## config.mk

```make
export PLATFORM = sky130hd
export DESIGN_NAME = audrx_top
export DESIGN_NICKNAME = d
export VERILOG_FILES = /design/src/rtl/audrx_pkg.sv /design/src/rtl/audrx_sync.sv /design/src/rtl/audrx_bitclk.sv /design/src/rtl/audrx_frame.sv /design/src/rtl/audrx_top.sv
export SDC_FILE = /design/constraint.sdc
export NUM_CORES = 1
export LEC_CHECK = 0
export BUFFER_PORTS_ARGS = -buffer_cell sky130_fd_sc_hd__buf_4
export CORE_MARGIN = 2
export CORE_UTILIZATION = 60
export DETAILED_ROUTE_END_ITERATION = 10
export PLACE_DENSITY = 0.8
export SYNTH_ARGS = -nofsm -noshare
export SYNTH_HDL_FRONTEND = slang
export SYNTH_SLANG_ARGS = --single-unit
```

## constraint.sdc

```tcl
create_clock -name clk_i -period 7.2 [get_ports clk_i]
set_input_delay 1.44 -clock clk_i [delete_from_list [all_inputs] [get_ports clk_i]]
set_output_delay 1.44 -clock clk_i [all_outputs]
set_load 0.01 [all_outputs]
```

## src/rtl/audrx_pkg.sv

```systemverilog
package audrx_pkg;

  typedef enum logic [1:0] {
    FMT_I2S    = 2'd0,
    FMT_LEFTJ  = 2'd1,
    FMT_RIGHTJ = 2'd2,
    FMT_RSVD   = 2'd3
  } fmt_e;

  typedef enum logic [1:0] {
    SRC_PIN     = 2'd0,
    SRC_DIVIDED = 2'd1,
    SRC_MASTER  = 2'd2,
    SRC_RSVD    = 2'd3
  } bsrc_e;

  localparam int unsigned SLOTS_SHORT = 16;
  localparam int unsigned SLOTS_LONG  = 32;

endpackage

```

## src/rtl/audrx_sync.sv

```systemverilog
module audrx_sync #(
  parameter int unsigned WIDTH  = 4,
  parameter int unsigned STAGES = 2
) (
  input  logic             clk_i,
  input  logic             rst_ni,
  input  logic [WIDTH-1:0] d_i,
  output logic [WIDTH-1:0] q_o
);

  logic [WIDTH-1:0] chain_q [STAGES];

  for (genvar s = 0; s < STAGES; s++) begin : g_stage
    if (s == 0) begin : g_first
      always_ff @(posedge clk_i) begin
        if (!rst_ni) chain_q[s] <= '0;
        else         chain_q[s] <= d_i;
      end
    end else begin : g_next
      always_ff @(posedge clk_i) begin
        if (!rst_ni) chain_q[s] <= '0;
        else         chain_q[s] <= chain_q[s-1];
      end
    end
  end

  assign q_o = chain_q[STAGES-1];

endmodule

```

## src/rtl/audrx_bitclk.sv

```systemverilog
module audrx_bitclk
  import audrx_pkg::*;
#(
  parameter int unsigned MCLK_PER_FS = 256
) (
  input  logic  clk_i,
  input  logic  rst_ni,
  input  bsrc_e src_i,
  input  logic  mclk_lvl_i,
  input  logic  pin_lvl_i,
  output logic  bit_evt_o
);

  localparam int unsigned DIV_SHORT = MCLK_PER_FS / (2 * SLOTS_SHORT);
  localparam int unsigned DIV_LONG  = MCLK_PER_FS / (2 * SLOTS_LONG);
  localparam int unsigned DIV_W     = $clog2(DIV_SHORT) + 1;

  logic             mclk_d_q, pin_d_q;
  logic             mclk_rise, pin_rise;
  logic [DIV_W-1:0] div_cnt_q;
  logic [DIV_W-1:0] div_last;
  logic             div_hit;

  always_ff @(posedge clk_i) begin
    if (!rst_ni) begin
      mclk_d_q <= 1'b0;
      pin_d_q  <= 1'b0;
    end else begin
      mclk_d_q <= mclk_lvl_i;
      pin_d_q  <= pin_lvl_i;
    end
  end

  assign mclk_rise = mclk_lvl_i & ~mclk_d_q;
  assign pin_rise  = pin_lvl_i & ~pin_d_q;

  // Strap level picks the division: high gives the shorter frame, hence the larger divide.
  assign div_last = pin_lvl_i ? DIV_W'(DIV_SHORT - 1) : DIV_W'(DIV_LONG - 1);
  assign div_hit  = mclk_rise && (div_cnt_q >= div_last);

  always_ff @(posedge clk_i) begin
    if (!rst_ni || (src_i != SRC_DIVIDED)) begin
      div_cnt_q <= '0;
    end else if (mclk_rise) begin
      div_cnt_q <= div_hit ? '0 : div_cnt_q + 1'b1;
    end
  end

  always_comb begin
    unique case (src_i)
      SRC_DIVIDED: bit_evt_o = div_hit;
      SRC_MASTER:  bit_evt_o = mclk_rise;
      default:     bit_evt_o = pin_rise;
    endcase
  end

  AST_EVT_SPACED: assert property (@(posedge clk_i) disable iff (!rst_ni)
    bit_evt_o |=> !bit_evt_o);

endmodule

```

## src/rtl/audrx_frame.sv

```systemverilog
module audrx_frame
  import audrx_pkg::*;
#(
  parameter int unsigned SAMPLE_W = 24,
  parameter int unsigned CNT_W    = 6
) (
  input  logic                clk_i,
  input  logic                rst_ni,
  input  fmt_e                fmt_i,
  input  logic                bit_evt_i,
  input  logic                wclk_i,
  input  logic                sdata_i,
  output logic                pair_o,
  output logic [SAMPLE_W-1:0] left_o,
  output logic [SAMPLE_W-1:0] right_o
);

  localparam logic [CNT_W-1:0] CNT_MAX = '1;

  logic                primed_q, started_q, prev_w_q, left_ok_q, pair_q;
  logic [SAMPLE_W-1:0] acc_q, left_q, right_q;
  logic [CNT_W-1:0]    cnt_q;

  logic                is_i2s, is_rj, edge_w, fin_is_left;
  logic [SAMPLE_W-1:0] msb_acc, shift_acc, next_acc, rj_fin, fin_word, start_acc;
  logic [CNT_W-1:0]    cnt_inc, start_cnt;

  function automatic logic [SAMPLE_W-1:0] put_msb(input logic [SAMPLE_W-1:0] a,
                                                  input logic [CNT_W-1:0]    idx,
                                                  input logic                b);
    logic [SAMPLE_W-1:0] r;
    r = a;
    if (int'(idx) < int'(SAMPLE_W)) r[SAMPLE_W-1-int'(idx)] = b;
    return r;
  endfunction

  assign is_rj  = (fmt_i == FMT_RIGHTJ);
  assign is_i2s = (fmt_i != FMT_LEFTJ) && !is_rj;
  assign edge_w = primed_q && (wclk_i != prev_w_q);

  assign msb_acc   = put_msb(acc_q, cnt_q, sdata_i);
  assign shift_acc = {acc_q[SAMPLE_W-2:0], sdata_i};
  assign next_acc  = is_rj ? shift_acc : msb_acc;
  assign cnt_inc   = (cnt_q == CNT_MAX) ? cnt_q : cnt_q + 1'b1;

  // Right-justified word: move the received bits up so the MSB lands at the top.
  always_comb begin
    if (int'(cnt_q) >= int'(SAMPLE_W)) rj_fin = acc_q;
    else                               rj_fin = acc_q << (int'(SAMPLE_W) - int'(cnt_q));
  end

  // I2S closes a word with the bit that travels in the transition slot.
  assign fin_word    = is_i2s ? msb_acc : (is_rj ? rj_fin : acc_q);
  assign fin_is_left = is_i2s ? ~prev_w_q : prev_w_q;

  assign start_acc = is_i2s ? '0 : (is_rj ? SAMPLE_W'(sdata_i) : put_msb('0, '0, sdata_i));
  assign start_cnt = is_i2s ? '0 : CNT_W'(1);

  always_ff @(posedge clk_i) begin
    if (!rst_ni) begin
      primed_q  <= 1'b0;
      started_q <= 1'b0;
      prev_w_q  <= 1'b0;
      left_ok_q <= 1'b0;
      pair_q    <= 1'b0;
      acc_q     <= '0;
      cnt_q     <= '0;
      left_q    <= '0;
      right_q   <= '0;
    end else begin
      pair_q <= 1'b0;
      if (bit_evt_i) begin
        if (!primed_q) begin
          primed_q <= 1'b1;
          prev_w_q <= wclk_i;
          acc_q    <= '0;
          cnt_q    <= '0;
        end else if (edge_w) begin
          started_q <= 1'b1;
          prev_w_q  <= wclk_i;
          if (started_q) begin
            if (fin_is_left) begin
              left_q    <= fin_word;
              left_ok_q <= 1'b1;
            end else if (left_ok_q) begin
              right_q   <= fin_word;
              pair_q    <= 1'b1;
              left_ok_q <= 1'b0;
            end
          end
          acc_q <= start_acc;
          cnt_q <= start_cnt;
        end else begin
          acc_q <= next_acc;
          cnt_q <= cnt_inc;
        end
      end
    end
  end

  assign pair_o  = pair_q;
  assign left_o  = left_q;
  assign right_o = right_q;

  AST_PAIR_AFTER_START: assert property (@(posedge clk_i) disable iff (!rst_ni)
    pair_q |-> started_q);

endmodule

```

## src/rtl/audrx_top.sv

```systemverilog
module audrx_top
  import audrx_pkg::*;
#(
  parameter int unsigned SAMPLE_W    = 24,
  parameter int unsigned SYNC_STAGES = 2,
  parameter int unsigned MCLK_PER_FS = 256,
  parameter int unsigned CNT_W       = 6
) (
  input  logic                clk_i,
  input  logic                rst_ni,
  input  logic [1:0]          fmt_sel_i,
  input  logic [1:0]          bclk_src_i,
  input  logic                mclk_i,
  input  logic                bclk_i,
  input  logic                wclk_i,
  input  logic                sdata_i,
  input  logic                out_ready_i,
  output logic                out_valid_o,
  output logic [SAMPLE_W-1:0] out_left_o,
  output logic [SAMPLE_W-1:0] out_right_o
);

  localparam int unsigned N_LINES = 4;

  logic [N_LINES-1:0]  lines_q;
  logic                mclk_s, bclk_s, wclk_s, sdata_s;
  logic                bit_evt, pair_evt;
  logic [SAMPLE_W-1:0] pair_left, pair_right;
  logic                valid_q;
  logic [SAMPLE_W-1:0] left_q, right_q;

  audrx_sync #(
    .WIDTH  (N_LINES),
    .STAGES (SYNC_STAGES)
  ) u_sync (
    .clk_i  (clk_i),
    .rst_ni (rst_ni),
    .d_i    ({mclk_i, bclk_i, wclk_i, sdata_i}),
    .q_o    (lines_q)
  );

  assign {mclk_s, bclk_s, wclk_s, sdata_s} = lines_q;

  audrx_bitclk #(
    .MCLK_PER_FS (MCLK_PER_FS)
  ) u_bitclk (
    .clk_i      (clk_i),
    .rst_ni     (rst_ni),
    .src_i      (bsrc_e'(bclk_src_i)),
    .mclk_lvl_i (mclk_s),
    .pin_lvl_i  (bclk_s),
    .bit_evt_o  (bit_evt)
  );

  audrx_frame #(
    .SAMPLE_W (SAMPLE_W),
    .CNT_W    (CNT_W)
  ) u_frame (
    .clk_i     (clk_i),
    .rst_ni    (rst_ni),
    .fmt_i     (fmt_e'(fmt_sel_i)),
    .bit_evt_i (bit_evt),
    .wclk_i    (wclk_s),
    .sdata_i   (sdata_s),
    .pair_o    (pair_evt),
    .left_o    (pair_left),
    .right_o   (pair_right)
  );

  // One-pair output slot: a newer pair overwrites an unaccepted one.
  always_ff @(posedge clk_i) begin
    if (!rst_ni) begin
      valid_q <= 1'b0;
      left_q  <= '0;
      right_q <= '0;
    end else if (pair_evt) begin
      valid_q <= 1'b1;
      left_q  <= pair_left;
      right_q <= pair_right;
    end else if (valid_q && out_ready_i) begin
      valid_q <= 1'b0;
    end
  end

  assign out_valid_o = valid_q;
  assign out_left_o  = left_q;
  assign out_right_o = right_q;

  AST_ONE_BEAT: assert property (@(posedge clk_i) disable iff (!rst_ni)
    out_valid_o && out_ready_i |=> !out_valid_o);

  AST_HOLD_STALL: assert property (@(posedge clk_i) disable iff (!rst_ni)
    out_valid_o && !out_ready_i |=> out_valid_o);

  AST_STALL_STABLE: assert property (@(posedge clk_i) disable iff (!rst_ni)
    out_valid_o && !out_ready_i && !pair_evt |=> $stable(out_left_o) && $stable(out_right_o));

endmodule

```

Word level (Yosys, flattened, before mapping)
Memories as Yosys holds them, arrays and structs flattened.
Cells that the tools add are included.
Widths: inputs -> output; s select.
{"block": "op_classes", "n_mux": 30, "n_reduce_logical": 16, "multipliers": 0, "eq_ne": 9, "n_bitwise": 13, "shift": 1, "addsub": 4, "magnitude_cmp": 5, "n_div": 0}
{"op": "$mux 24", "count": 9}
{"op": "$ge 32x1->1 const B", "count": 1}
{"op": "$lt 32x6->1 const B", "count": 1}
{"op": "$shl 24x32->24", "count": 1}
{"op": "$bwmux 24", "count": 1}
{"op": "$mux 6", "count": 3}
{"op": "$sub 5x6->7 const A", "count": 2}
{"op": "$mux 4", "count": 3}
{"op": "$mux 1", "count": 11}
{"op": "$not 1->1", "count": 9}
{"op": "$add 6x1->6 const B", "count": 1}
{"op": "$eq 6x6->1 const B", "count": 1}
{"op": "$ge 6x5->1 const B", "count": 1}
{"op": "$lt 6x5->1 const B", "count": 1}
{"op": "$reduce_and 6->1", "count": 1}
{"op": "$reduce_or 6->1", "count": 1}
{"op": "$demux 1 s5", "count": 1}
{"op": "$logic_and 1x1->1", "count": 5}
{"op": "$reduce_and 5->1", "count": 1}
{"op": "$add 4x1->4 const B", "count": 1}
{"op": "$eq 2x2->1 const B", "count": 2}
{"op": "$ge 4x4->1", "count": 1}
{"op": "$ne 2x1->1 const B", "count": 2}
{"op": "$reduce_and 2->1", "count": 2}
{"op": "13 further kinds", "count": 16}
{"block": "totals", "ram_bits": 8, "romBits": 0, "input_bits": 11, "memories": 1, "regBits": 138, "latch_bits": 0, "out_inout_bits": 49, "word_cells": 94}
{"memory": "u_sync.chain_q", "words": 2, "word_bits": 4, "rd": 2, "rd_clocked_by_memory_dff": 0, "wr": 2, "line_no": "audrx_sync.sv:11", "text": "logic [WIDTH-1:0] chain_q [STAGES];"}

Longest topological paths before layout
{"block": "logic_depth", "depth_word": 10, "ltp_mapped": 12}

By module
Synthesis repeated with hierarchy kept, for this count alone.
{"block": "unflattened", "hier_cells": 985, "area_unflattened_um2": 8593.2}
{"module": "audrx_frame", "cells_per_inst": 779, "seq_area_each_um2": 1661.6, "area_each_um2": 6218.5, "instances": 1}
{"module": "audrx_top", "cells_per_inst": 158, "seq_area_each_um2": 980.9, "area_each_um2": 1860.5, "instances": 1}
{"module": "audrx_bitclk", "cells_per_inst": 32, "seq_area_each_um2": 120.1, "area_each_um2": 304.0, "instances": 1}
{"module": "audrx_sync", "cells_per_inst": 16, "seq_area_each_um2": 160.2, "area_each_um2": 210.2, "instances": 1}

Worst setup path after synthesis
No wires, ideal clock.
{"block": "synth_timing", "path_kind": "input-to-reg", "from": "in fmt_sel_i[0]", "to": "reg u_frame.right_q[17] (netlist: u_frame.right_o[17])", "arrival_time_ns": 3.200, "path_buffers": 3, "setup_ns": 0.092, "path_slack_ns": 3.907, "cell_stages": 10, "path_cell_list": "inv_1 ha_1 clkbuf_1 xnor2_1 nand2_1 nor4_1 buf_2 nand2_1 buf_2 o32ai_1"}
{"block": "synth_between", "elab_chain_cells": 6}
{"item": "start, declared", "line_no": "audrx_top.sv:11", "text": "input logic [1:0] fmt_sel_i,"}
{"item": "$eq 2x2->1", "line_no": "audrx_frame.sv:37", "text": "assign is_rj = (fmt_i == FMT_RIGHTJ);"}
{"item": "$logic_not 1->1", "line_no": "audrx_frame.sv:38", "text": "assign is_i2s = (fmt_i != FMT_LEFTJ) && !is_rj;"}
{"item": "$logic_and 1x1->1", "line_no": "audrx_frame.sv:38"}
{"item": "$mux 1", "line_no": "audrx_frame.sv:54", "text": "assign fin_is_left = is_i2s ? ~prev_w_q : prev_w_q;"}
{"item": "$not 1->1 (no source line)"}
{"item": "$reduce_and 6->1 (no source line)"}
{"item": "end signal, assigned", "line_no": "audrx_frame.sv:86", "text": "right_q <= fin_word;"}
{"item": "end, declared", "line_no": "audrx_frame.sv:21", "text": "logic [SAMPLE_W-1:0] acc_q, left_q, right_q;"}
Parallel ways exist; a longest one is shown, timed or not.
A chain may end at the register's enable or synchronous reset.

Worst setup path in the final report
{"block": "layout_timing", "from": "reg u_frame.cnt_q[0]", "to": "reg u_frame.right_q[16] (netlist: u_frame.right_o[16])"}
{"block": "layout_between", "elab_chain_cells": 8}
{"item": "start, declared", "line_no": "audrx_frame.sv:22", "text": "logic [CNT_W-1:0] cnt_q;"}
{"item": "start signal, assigned", "line_no": "audrx_frame.sv:92", "text": "cnt_q <= start_cnt;"}
{"item": "start signal, assigned", "line_no": "audrx_frame.sv:95", "text": "cnt_q <= cnt_inc;"}
{"item": "$sub 5x6->7", "line_no": "audrx_frame.sv:33", "text": "if (int'(idx) < int'(SAMPLE_W)) r[SAMPLE_W-1-int'(idx)] = b;"}
{"item": "$ge 32x1->1 (implied by the code) or $lt 32x6->1 (tied branches)", "line_no": "audrx_frame.sv:33"}
{"item": "$logic_and 1x1->1 (implied by the code)", "line_no": "audrx_frame.sv:33"}
{"item": "$mux 1 (implied by the code)", "line_no": "audrx_frame.sv:33"}
{"item": "$demux 1 s5"}
{"item": "$bwmux 24", "line_no": "audrx_frame.sv:33"}
{"item": "$mux 24", "line_no": "audrx_frame.sv:33"}
{"item": "$mux 24 *", "line_no": "audrx_frame.sv:53", "text": "assign fin_word = is_i2s ? msb_acc : (is_rj ? rj_fin : acc_q);"}
Every way passes the cells marked *; elsewhere a longest branch is shown, timed or not.

==> impl_metrics.env <==
export IMPL_hold_violations=0
export IMPL_yosysTopAreaCell="dfxtp_1"
export IMPL_synthTopCellsByCount="dfxtp_1, mux2i_1, nand2_1, nor2_1, o21ai_0"
export IMPL_grt_pass1_wl_um=37900
export IMPL_synth_seq_cells=146
export IMPL_hpwlAfterDp_um=17000
export IMPL_grt_max_degree=65
export IMPL_crit_chain="buf_4, inv_2, ha_1, nand2b_1, a211oi_2, a22oi_1, o22ai_1, a211oi_1, o32ai_1"
export IMPL_min_from="u_sync.chain_q[0][3]"
export IMPL_cts_tree="done"
export IMPL_cts_resized=0
export IMPL_whs_ns=0.442
export IMPL_initial_utilization_pct=61.0
export IMPL_grt_overflow_total=0
export IMPL_relSlewSlack_pct=28.0
export IMPL_path_buf_inv=2
export IMPL_endpoint_kind="flip-flop"
export IMPL_diodes=0
export IMPL_hold_path_end="u_sync.chain_q[1][3]"
export IMPL_rr_startpoint="u_frame.cnt_q[0]"
export IMPL_fin_crit_sh_pct=54.2
export IMPL_die_w_um=120
export IMPL_synth_most_common_cell="dfxtp_1"
export IMPL_firstDrtPassIters=5
export IMPL_synth_seq_area_share_pct=36.4
export IMPL_yosys_cell_types_count=88
export IMPL_outcome="completed"
export IMPL_cts_htree_levels=4
export IMPL_rsz0062_at_grt="false"
export IMPL_antenna_found_initial=0
export IMPL_clock_latency_ns=0.42
export IMPL_vdd_ir_drop_worst_uv=201
export IMPL_min_period_ns=3.90
export IMPL_hold_path_depth=1
export IMPL_slowest_delay_ns=0.77
export IMPL_ctsLongestPathBuffers=2
export IMPL_r2r_cells=9
export IMPL_cp_required_ns=7.53
export IMPL_m1WireLength_um=10500
export IMPL_coreArea_um2=13200
export IMPL_synth_top_area_share_pct=36.4
export IMPL_cts_setup_buffers=0
export IMPL_syn_inst=935
export IMPL_num_vias=7300
export IMPL_fmaxAchievable_mhz=256
export IMPL_cts_sinks=146
export IMPL_cts_buffers_inserted=17
export IMPL_fin_worst_skew_ns=0.00775
export IMPL_syn_area_per_cell_um2=8.60
export IMPL_cp_start_kind="flip-flop"
export IMPL_synth_edff_count=0
export IMPL_syn_num_nets=956
export IMPL_yosysWarnings=0
export IMPL_netlist_area_um2=8040
export IMPL_drtAntennaViolNets=0
export IMPL_io_buffers=59
export IMPL_final_net_count=970
export IMPL_critPathTopFamily="compound AO/OA/AOI/OAI gates"
export IMPL_synthFlopType="dfxtp_1"
export IMPL_p_per_area_nw_per_um2=219
export IMPL_place_congestion=1.09
export IMPL_vias_per_cell=6.41
export IMPL_wl_per_cell_um=21.1
export IMPL_max_cap_viol_count=0
export IMPL_tightest_slew_ns=1.07
export IMPL_drive_gt1_share_pct=14.4
export IMPL_critPathMaxFanout=26
export IMPL_ff2ff_setup_slack_ns=3.30
export IMPL_routed_wirelength_um=24000
export IMPL_maxUsedRoutingLayer="met4"
export IMPL_cts_clk_slew_worst_paths_ns=0.06
export IMPL_path_class="flip-flop to flip-flop"
export IMPL_grt_pass1_vias=6804
export IMPL_tns_ns=0
export IMPL_ctsHoldBuffers=0
export IMPL_slowest_stage="ha_1"
export IMPL_arrival_ns=4.24
export IMPL_met3_length_um=1760
export IMPL_area_growth_syn_to_layout_pct=14.0
export IMPL_p_leak_uw=0.00343
export IMPL_hp_class="flip-flop to flip-flop"
export IMPL_cts_root_buf="clkbuf_16"
export IMPL_async_flop_share_pct=0
export IMPL_met2_length_um=10900
export IMPL_ioPinCount=60
export IMPL_drc=0
export IMPL_final_max_slew_viol_count=0
export IMPL_drt_iter0_drc=871
export IMPL_r2r_end="u_frame.right_o[16]"
export IMPL_grt_use_total_pct=34.0
export IMPL_setup_viol=0
export IMPL_die_area_um2=14300
export IMPL_placementRows=42
export IMPL_die_y_um=120
export IMPL_synthTopCellsByArea="dfxtp_1, mux2i_1, nand2_1"
placed cells by master (no fill, tap or decap), types with 7 or more instances in the layout:
cell / Yosys / routed
inv_1: 14 / 14
o31ai_1: 7 / 7
nor2_1: 78 / 78
mux2i_1: 113 / 113
nand3_1: 53 / 53
nor2b_1: 27 / 27
a21oi_1: 46 / 46
and2_1: 12 / 12
ha_1: 10 / 10
dfxtp_1: 146 / 145
a21boi_1: 7 / 7
o22ai_1: 14 / 14
nand2_1: 89 / 89
nand2b_1: 9 / 9
a22oi_1: 11 / 11
buf_4: 5 / 71
o211ai_1: 7 / 7
o21ai_0: 62 / 62
clkbuf_16: 0 / 17
cells by family (layout without fill, tap and decap cells):
logic type	count (synthesis)	after routing	share of synthesized area [%]
AO/OA/AOI/OAI	238	238	20.0
multiplexers	124	124	16.3
XOR/XNOR	9	9	1.31
flip-flops	146	146	36.4
adder cells (fa/ha/maj)	10	10	1.56
buffers and inverters	93	120	5.03
AND/OR/NAND/NOR	315	315	19.4
sequential cells by signal, summed over array words and instances (netlist names), 4 cells and up:
name,flops
u_frame.right_o,24
out_right_o,24
u_frame.left_o,24
u_bitclk.div_cnt_q,4
u_frame.acc_q,24
out_left_o,24
u_frame.cnt_q,6
u_sync.chain_q,8
worst max-delay path by stage:
stage / cells past startpoint / to / from / slack, ns
2_1_floorplan: 10 / u_frame.right_o[17] / fmt_sel_i[0] / 3.91
3_3_place_gp: 10 / u_frame.left_o[17] / bclk_src_i[0] / 3.01
3_5_place_dp: 10 / u_frame.left_o[16] / bclk_src_i[0] / 2.92
4_1_cts: 10 / u_frame.left_o[16] / bclk_src_i[0] / 3.32
5_1_grt: 10 / u_frame.left_o[16] / bclk_src_i[0] / 3.01
6_report: 9 / u_frame.right_o[16] / u_frame.cnt_q[0] / 3.30
report_power, final:
group	total, uW	internal (uW)	switching (uW)
combinational	173	54.4	119
sequential	813	811	1.93
clock	1020	668	353
layer usage:
layer	track usage, %	up-vias
met3	5.66	68
met2	52.9	333
met4	14.9	0
met5	0	-
met1	46.7	3474
li1	-	3425
final cells by class:
type,instances,area (um2)
repair buffers,71,533
fillers,1022,4030
inverters,17,63.8
flip-flops and latches,146,2920
multi-input cells,696,4730
clock inverters,13,246
clock buffers,19,443
well taps,176,220
through the flow:
stage / area [um2] / util [%] / setup WS (ns) / std cells / power [uW]
floorplan: 8040 / - / 3.91 / 935 / 957
global placement: 8480 / 64.3 / 3.01 / 1106 / 999
detailed placement: 8480 / 64.3 / 2.92 / 1106 / 999
CTS: 9170 / 69.5 / 3.32 / 1138 / 2010
global route: 9170 / 69.5 / 3.01 / 1138 / 2060
finish: 9170 / 69.5 / 3.30 / 1138 / 2010
Power figures use the tool's default switching activity.
